File: src/rtl/dacr_pkg.sv
package dacr_pkg;
    // Word addresses derived from byte offsets on a 16-bit bus
    localparam int MODE_BYTE   = 'h02;
    localparam int RANGE_BYTE  = 'h12;
    localparam int DATA0_BYTE  = 'h14;
    localparam int W_MODE      = MODE_BYTE >> 1;
    localparam int W_RANGE     = RANGE_BYTE >> 1;
    localparam int W_DATA0     = DATA0_BYTE >> 1;

    // Channel 0 control-bit positions; channel i sits i positions lower
    localparam int BIP_TOP     = 7;
    localparam int GAIN_TOP    = 11;

    // Mode-register bit positions
    localparam int MODE_EN_BIT  = 1;
    localparam int MODE_BUF_BIT = 0;

    typedef struct packed {
        logic en;
        logic bufm;
    } mode_t;
endpackage

File: src/rtl/dacr_decode.sv
module dacr_decode
    import dacr_pkg::*;
#(
    parameter int NCH    = 4,
    parameter int ADDR_W = 5
) (
    input  logic              wr_i,
    input  logic              rd_i,
    input  logic [ADDR_W-1:0] addr_i,
    output logic              mode_wr_o,
    output logic              range_wr_o,
    output logic              range_commit_o,
    output logic              data_commit_o,
    output logic [NCH-1:0]    data_wr_o
);
    always_comb begin
        mode_wr_o      = wr_i && (addr_i == ADDR_W'(W_MODE));
        range_wr_o     = wr_i && (addr_i == ADDR_W'(W_RANGE));
        range_commit_o = rd_i && (addr_i == ADDR_W'(W_RANGE));
        data_commit_o  = rd_i && (addr_i == ADDR_W'(W_MODE));
    end

    for (genvar g = 0; g < NCH; g++) begin : g_dsel
        assign data_wr_o[g] = wr_i && (addr_i == ADDR_W'(W_DATA0 + g));
    end
endmodule

File: src/rtl/dacr_mode.sv
module dacr_mode
    import dacr_pkg::*;
#(
    parameter int BUS_W = 16
) (
    input  logic             clk,
    input  logic             rst_n,
    input  logic             wr_i,
    input  logic [BUS_W-1:0] wdata_i,
    output logic             en_o,
    output logic             bufm_o
);
    mode_t mode_d, mode_q;

    always_comb begin
        mode_d = mode_q;
        if (wr_i) begin
            mode_d.en   = wdata_i[MODE_EN_BIT];
            mode_d.bufm = wdata_i[MODE_BUF_BIT];
        end
    end

    always_ff @(posedge clk) begin
        if (!rst_n) mode_q <= '0;
        else        mode_q <= mode_d;
    end

    assign en_o   = mode_q.en;
    assign bufm_o = mode_q.bufm;

    p_mode_write_r9: assert property (@(posedge clk) disable iff (!rst_n)
        wr_i |=> (en_o == $past(wdata_i[MODE_EN_BIT])) &&
                 (bufm_o == $past(wdata_i[MODE_BUF_BIT])));
endmodule

File: src/rtl/dacr_range.sv
module dacr_range
    import dacr_pkg::*;
#(
    parameter int NCH   = 4,
    parameter int BUS_W = 16
) (
    input  logic             clk,
    input  logic             rst_n,
    input  logic             wr_i,
    input  logic             commit_i,
    input  logic             bufm_i,
    input  logic [BUS_W-1:0] wdata_i,
    output logic [NCH-1:0]   bipolar_o,
    output logic [NCH-1:0]   gain_o
);
    typedef struct packed {
        logic [NCH-1:0] bip;
        logic [NCH-1:0] gain;
    } rsel_t;

    typedef struct packed {
        rsel_t stage;
        rsel_t live;
    } rstate_t;

    rstate_t r_d, r_q;
    rsel_t   wsel;
    logic    direct;

    // Per-channel bits at positions shifted right by the channel index
    for (genvar g = 0; g < NCH; g++) begin : g_ext
        assign wsel.bip[g]  = wdata_i[BIP_TOP - g];
        assign wsel.gain[g] = wdata_i[GAIN_TOP - g];
    end

    assign direct = wr_i && !bufm_i;

    always_comb begin
        r_d = r_q;
        if (commit_i) r_d.live  = r_q.stage;
        if (wr_i)     r_d.stage = wsel;
        if (direct)   r_d.live  = wsel;
    end

    always_ff @(posedge clk) begin
        if (!rst_n) r_q <= '0;
        else        r_q <= r_d;
    end

    assign bipolar_o = r_q.live.bip;
    assign gain_o    = r_q.live.gain;

    p_range_commit_r5: assert property (@(posedge clk) disable iff (!rst_n)
        (commit_i && !direct) |=> (r_q.live == $past(r_q.stage)));

    p_range_direct_r7: assert property (@(posedge clk) disable iff (!rst_n)
        direct |=> (bipolar_o == $past(wsel.bip)) && (gain_o == $past(wsel.gain)));

    p_range_hold_r10: assert property (@(posedge clk) disable iff (!rst_n)
        (!commit_i && !direct) |=> $stable(bipolar_o) && $stable(gain_o));
endmodule

File: src/rtl/dacr_chan.sv
module dacr_chan #(
    parameter int DW = 12
) (
    input  logic          clk,
    input  logic          rst_n,
    input  logic          wr_i,
    input  logic          commit_i,
    input  logic          bufm_i,
    input  logic          en_i,
    input  logic [DW-1:0] wdata_i,
    output logic [DW-1:0] code_o
);
    localparam logic [DW-1:0] MIDSCALE = DW'(1) << (DW - 1);

    typedef struct packed {
        logic [DW-1:0] stage;
        logic [DW-1:0] live;
    } cstate_t;

    cstate_t c_d, c_q;
    logic    direct;

    assign direct = wr_i && !bufm_i;

    always_comb begin
        c_d = c_q;
        if (commit_i) c_d.live  = c_q.stage;
        if (wr_i)     c_d.stage = wdata_i;
        if (direct)   c_d.live  = wdata_i;
    end

    always_ff @(posedge clk) begin
        if (!rst_n) c_q <= '0;
        else        c_q <= c_d;
    end

    assign code_o = en_i ? c_q.live : MIDSCALE;

    p_commit_copy_r4: assert property (@(posedge clk) disable iff (!rst_n)
        (commit_i && !direct) |=> (c_q.live == $past(c_q.stage)));

    p_direct_write_r6: assert property (@(posedge clk) disable iff (!rst_n)
        direct |=> (c_q.live == $past(wdata_i)));

    p_stage_load_r2: assert property (@(posedge clk) disable iff (!rst_n)
        wr_i |=> (c_q.stage == $past(wdata_i)));

    p_live_hold_r10: assert property (@(posedge clk) disable iff (!rst_n)
        (!commit_i && !direct) |=> $stable(c_q.live));
endmodule

File: src/rtl/quad_dac_regs.sv
module quad_dac_regs
    import dacr_pkg::*;
#(
    parameter int NCH    = 4,
    parameter int DW     = 12,
    parameter int BUS_W  = 16,
    parameter int ADDR_W = 5
) (
    input  logic              clk,
    input  logic              rst_n,
    input  logic              bus_wr,
    input  logic              bus_rd,
    input  logic [ADDR_W-1:0] bus_addr,
    input  logic [BUS_W-1:0]  bus_wdata,
    output logic [NCH*DW-1:0] dac_code_o,
    output logic [NCH-1:0]    bipolar_o,
    output logic [NCH-1:0]    gain_o
);
    logic           mode_wr, range_wr, range_commit, data_commit;
    logic [NCH-1:0] data_wr;
    logic           en, bufm;

    dacr_decode #(.NCH(NCH), .ADDR_W(ADDR_W)) u_dec (
        .wr_i           (bus_wr),
        .rd_i           (bus_rd),
        .addr_i         (bus_addr),
        .mode_wr_o      (mode_wr),
        .range_wr_o     (range_wr),
        .range_commit_o (range_commit),
        .data_commit_o  (data_commit),
        .data_wr_o      (data_wr)
    );

    dacr_mode #(.BUS_W(BUS_W)) u_mode (
        .clk     (clk),
        .rst_n   (rst_n),
        .wr_i    (mode_wr),
        .wdata_i (bus_wdata),
        .en_o    (en),
        .bufm_o  (bufm)
    );

    dacr_range #(.NCH(NCH), .BUS_W(BUS_W)) u_range (
        .clk       (clk),
        .rst_n     (rst_n),
        .wr_i      (range_wr),
        .commit_i  (range_commit),
        .bufm_i    (bufm),
        .wdata_i   (bus_wdata),
        .bipolar_o (bipolar_o),
        .gain_o    (gain_o)
    );

    for (genvar g = 0; g < NCH; g++) begin : g_ch
        dacr_chan #(.DW(DW)) u_chan (
            .clk      (clk),
            .rst_n    (rst_n),
            .wr_i     (data_wr[g]),
            .commit_i (data_commit),
            .bufm_i   (bufm),
            .en_i     (en),
            .wdata_i  (bus_wdata[DW-1:0]),
            .code_o   (dac_code_o[g*DW +: DW])
        );
    end

    // At most one channel-select is ever active per cycle
    p_one_target_r2: assert property (@(posedge clk) disable iff (!rst_n)
        $onehot0(data_wr));
endmodule

File: config.mk
export PLATFORM = sky130hd
export DESIGN_NAME = quad_dac_regs
export DESIGN_NICKNAME = d
export VERILOG_FILES = /design/src/rtl/dacr_pkg.sv /design/src/rtl/dacr_decode.sv /design/src/rtl/dacr_mode.sv /design/src/rtl/dacr_range.sv /design/src/rtl/dacr_chan.sv /design/src/rtl/quad_dac_regs.sv
export SDC_FILE = /design/constraint.sdc
export NUM_CORES = 1
export LEC_CHECK = 0
export BUFFER_PORTS_ARGS = -buffer_cell sky130_fd_sc_hd__buf_2
export CAP_MARGIN = 20
export CORE_MARGIN = 1.5
export CORE_UTILIZATION = 59
export CTS_BUF_LIST = sky130_fd_sc_hd__clkbuf_8
export DETAILED_ROUTE_END_ITERATION = 16
export GPL_TIMING_DRIVEN = 0
export PLACE_DENSITY = 0.82
export REMOVE_ABC_BUFFERS = 1
export SYNTH_ARGS = -nofsm -noshare
export SYNTH_HDL_FRONTEND = slang
export SYNTH_HIERARCHICAL = 1
export SYNTH_SLANG_ARGS = --single-unit
export TNS_END_PERCENT = 5
File: constraint.sdc
create_clock -name clk -period 3.86 [get_ports clk]
set_input_delay 0.386 -clock clk [delete_from_list [all_inputs] [get_ports clk]]
set_output_delay 0.386 -clock clk [all_outputs]
set_load 0.1 [all_outputs]
# After elaboration in Yosys (flattened, before gate mapping)
# Cells that the tools add are included.
[op_classes] n_eq_ne=6 muxes=14 reduce_logical=19
[ops] op="two-way mux 12 bit" count=12
[ops] op="equality test 5 x 4 -> 1 bit, second input constant" count=5
[ops] op="two-way mux 8 bit" count=2
[ops] op="logical AND 1 bit" count=13
[ops] op="nonzero test 2 bit" count=5
[ops] op="equality test 5 x 1 -> 1 bit, second input constant" count=1
[ops] op="zero test 1 bit" count=1
[word_totals] reg_bits=114 input_bits=25 wordCells=53

# Longest topological paths before layout
[logic_depth] depth_word=4 ltp_mapped=6

# Hierarchy
# The synthesis kept the hierarchy.
[modules_own_cells] mod="dacr_chan" instances=4 cells_each=107 area_per_inst_um2=1081.0 seq_area_each_um2=480.5
[modules_own_cells] mod="dacr_range" instances=1 cells_each=71 area_per_inst_um2=773.2 seq_area_each_um2=320.3
[modules_own_cells] mod="dacr_decode" instances=1 cells_each=15 area_per_inst_um2=101.3 seq_area_each_um2=0.0
[modules_own_cells] mod="dacr_mode" instances=1 cells_each=6 area_per_inst_um2=72.6 seq_area_each_um2=40.0

# Worst setup path before layout
# OpenSTA, ideal clock, no wires.
[synth_timing] path_kind="input port to flip-flop" from="input port bus_addr[1]" to="register g_ch[0].u_chan/c_q[10] in the netlist's numbering" setup_ns=0.134 arrival_time_ns=2.814 setup_slack_ns=0.912 cell_stages=5 path_buffers=1 path_cell_list="nand2b_4 nor4_1 buf_6 mux2i_1 a211oi_1"
[synth_via] elab_cells_between_ends=7 cone_classes="eq/ne: 2; mux: 1; reduce/logical: 4"
[synth_rtl] item="from (decl)" line_no="quad_dac_regs.sv:13" rtl="input logic [ADDR_W-1:0] bus_addr,"
[synth_rtl] item="equality test 5 x 1 -> 1 bit" line_no="dacr_decode.sv:20" rtl="data_commit_o = rd_i && (addr_i == ADDR_W'(W_MODE));"
[synth_rtl] item="logical AND 1 bit" line_no="dacr_decode.sv:20"
[synth_rtl] item="named net data_commit" line_no="quad_dac_regs.sv:19" rtl="logic mode_wr, range_wr, range_commit, data_commit;"
[synth_rtl] item="nonzero test 2 bit (no source line)"
[synth_rtl] item="to (signal assigned)" line_no="dacr_chan.sv:33" rtl="if (!rst_n) c_q <= '0;"
[synth_rtl] item="to (signal assigned)" line_no="dacr_chan.sv:34" rtl="else c_q <= c_d;"
[synth_rtl] item="to (decl)" line_no="dacr_chan.sv:20" rtl="cstate_t c_d, c_q;"
# The timed path passes the listed nets, and every way through them passes these cells.
# A chain may end at the register's enable or synchronous reset.

# Worst setup path after layout
[layout_timing] from="register u_mode.mode_q (netlist bit u_mode/en_o)" to="output port dac_code_o[8]"
[layout_via] elab_chain_len=1
[layout_rtl] item="from (decl)" line_no="dacr_mode.sv:13" rtl="mode_t mode_d, mode_q;"
[layout_rtl] item="from (signal assigned)" line_no="dacr_mode.sv:25" rtl="else mode_q <= mode_d;"
[layout_rtl] item="two-way mux 12 bit" line_no="dacr_chan.sv:37" rtl="assign code_o = en_i ? c_q.live : MIDSCALE;"
[layout_rtl] item="to (decl)" line_no="quad_dac_regs.sv:15" rtl="output logic [NCH*DW-1:0] dac_code_o,"
# No other way between the ends.

==> flow_metrics.env <==
export IMPL_outcome="completed"
export IMPL_die_h_um=97.5
export IMPL_peakVddDrop_uv=292
export IMPL_numClockSinks=114
export IMPL_power_frac_clock=0.447
export IMPL_cts_tree="yes"
export IMPL_cp_required_ps=3470
export IMPL_min_from="rst_n"
export IMPL_drt_wirelength_per_cell_um=17.4
export IMPL_async_flop_share=0
export IMPL_p_int_w=0.00184
export IMPL_first_iter_violations=224
export IMPL_fin_crit_ps=2510
export IMPL_die_area_sq_um=9510
export IMPL_die_x_um=97.5
export IMPL_core_area_sq_um=8680
export IMPL_yosys_warnings=6
export IMPL_cp_slowest_stage_delay_ps=850
export IMPL_crit_path_end_kind="output port"
export IMPL_cp_top_family="flip-flops"
export IMPL_clk_pin_slew_ps=60
export IMPL_cts_resized=0
export IMPL_synth_area_sq_um=5270
export IMPL_worstMarginPinSlew_ps=818
export IMPL_post_cts_buffers=0
export IMPL_ys_ff_latch=114
export IMPL_io_buffers=76
export IMPL_crit_buf_inv=2
export IMPL_ff2ff_path_depth=3
export IMPL_powerDensity_nw_per_um2=389
export IMPL_crit_cells=3
export IMPL_path_class="flip-flop to output port"
export IMPL_pin_count=81
export IMPL_slew_headroom=0.454
export IMPL_syn_inst=520
export IMPL_pwr_share_seq=0.504
export IMPL_synth_edff_count=0
export IMPL_areaGrowthSynthToFinish_pct=15.7
export IMPL_grt_pass1_wl_um=20400
export IMPL_swShare=0.222
export IMPL_drv_cap=0
export IMPL_place_ws_ps=1530
export IMPL_startpoint_type="flip-flop"
export IMPL_holdWs_ps=301
export IMPL_comb_power_share=0.049
export IMPL_gp_congestion=0.769
export IMPL_hold_depth=2
export IMPL_grt_max_degree=36
export IMPL_worstSkewPairLatency_ps=420
export IMPL_num_antenna_cells=0
export IMPL_synth_area_leaders="dfxtp_1, mux2i_1, a211oi_1"
export IMPL_via_count=4053
export IMPL_hpwlAfterDp_um=7960
export IMPL_finalCritPeriodShare=0.649
export IMPL_critPathSlowestCell="dfxtp_1"
export IMPL_nNetsFinal=609
export IMPL_fin_skew_ps=6.99
export IMPL_yosysSeqAreaShare=0.433
export IMPL_synth_top_cells_by_count="dfxtp_1, mux2i_1, nor2_1"
export IMPL_p_leak_nw=2.19
export IMPL_drc_errors=0
export IMPL_cp_data_arrival_time_ps=2120
export IMPL_cts_max_path_buffers=2
export IMPL_final_layout_size_suffix_gt1_frac=0.226
export IMPL_cp_max_fo=25
export IMPL_vias_per_cell=5.77
export IMPL_yosysUniqueCellTypes=23
export IMPL_grt_setup_unrepaired="false"
export IMPL_hp_class="primary input to flip-flop"
export IMPL_total_power_w=0.00237
export IMPL_grt_pass1_vias=4106
export IMPL_cts_hold_buffers=0
export IMPL_slew_viol_final=0
export IMPL_cts_inserted_buffers=17
export IMPL_ys_dominant_reg_cell="dfxtp_1"
export IMPL_grt_antenna_before_repair=0
export IMPL_fmax_mhz=399
export IMPL_startpoint="u_mode/en_o"
export IMPL_firstDrtPassIters=4
export IMPL_rr_startpoint="u_mode/bufm_o"
export IMPL_setup_viol=0
export IMPL_avgSynthCellArea_sq_um=10.1
export IMPL_p_switching_w=0.000527
export IMPL_routed_wl_um=12200
export IMPL_htree_num_levels=4
export IMPL_rows=34
export IMPL_overflow=0
export IMPL_grtUsageTotal=0.268
export IMPL_yosysTopAreaCellShare=0.433
export IMPL_root_buffer="clkbuf_8"
export IMPL_drtAntennaViolNets=0
export IMPL_path_cells="buf_16 -> and2_1 -> buf_2"
export IMPL_hold_violations=0
export IMPL_start_util=0.607
export IMPL_yosysTopAreaCell="dfxtp_1"
export IMPL_timing_final_ws_setup_ps=1350
==> kinds of logic after synthesis <==
group,Yosys count,share of synthesized area
buffers and inverters,55,0.0622
muxes,114,0.216
and+or+nand+nor,181,0.207
AOI/OAI and AO/OA,56,0.0817
DFF,114,0.433
==> sequential cells by signal, indices dropped and copies added, names as in the netlist <==
register           flops
u_mode/bufm_o          1
u_range/bipolar_o      4
u_range/r_q            8
u_range/gain_o         4
u_mode/en_o            1
g_ch.u_chan/c_q       96
==> per-layer routing <==
| layer | vias up | wire [um] | track usage | part of all wire |
|---|---|---|---|---|
| met1 | 1978 | 5540 | 0.344 | 0.45 |
| met3 | 20 | 628 | 0.0734 | 0.052 |
| met2 | 100 | 5850 | 0.440 | 0.48 |
| met4 | 0 | 159 | 0.0813 | 0.013 |
| li1 | 1955 | - | - | - |
| met5 | - | 0 | 0 | 0 |
==> placed cells by master (no fill, tap or decap), drive strengths merged <==
cell type / count
nand4b: 1
nor2b: 2
clkinv: 4
nand2b: 12
mux2i: 114
a211oi: 56
buf: 94
inv: 8
and2: 44
nand2: 1
bufinv: 2
dfxtp: 114
nor3: 1
clkbuf: 21
nor2: 59
nor4: 3
nand4bb: 1
nor3b: 57
==> worst register-to-register path, cell delays in order (launching register included) <==
cell and delay [ps]:
dfxtp_2 730, buf_12 280, nand2b_1 500, a211oi_1 180
==> through the flow <==
step	setup TNS (ps)	util	cell area (sq um)	std cells
finish	0	0.703	6100	702
global route	0	0.703	6100	702
CTS	0	0.703	6100	702
detailed placement	0	0.660	5720	673
global placement	-326810	0.632	5480	655
floorplan	-195230	-	4970	471
==> worst paths after layout <==
kind	end	slack, ps
max	dac_code_o[8]	1350
min	u_mode/bufm_o	300
max reg2reg	g_ch[1].u_chan/c_q[11]	2020
min reg2reg	g_ch[3].u_chan/c_q[22]	500
==> power by group through the flow <==
stage / sequential, W / clock (W) / combinational [W]
after global placement: 0.00122 / 0 / 0.000106
after floorplan: 0.00123 / 0 / 0.0000530
after detailed placement: 0.00122 / 0 / 0.000113
final: 0.00120 / 0.00106 / 0.000116
after CTS: 0.00120 / 0.00108 / 0.000115
after global routing: 0.00120 / 0.00113 / 0.000124
==> final cells by class <==
type                       count  area (sq um)
tap                          108           135
multi-input combinational    351          2690
clock inverter                 8          87.6
sequential                   114          2280
clock buffer                  21           289
timing repair buffer          94           593
inverter                       6          22.5
fill                         656          2580
No activity file was read; power rests on OpenSTA's default activity.
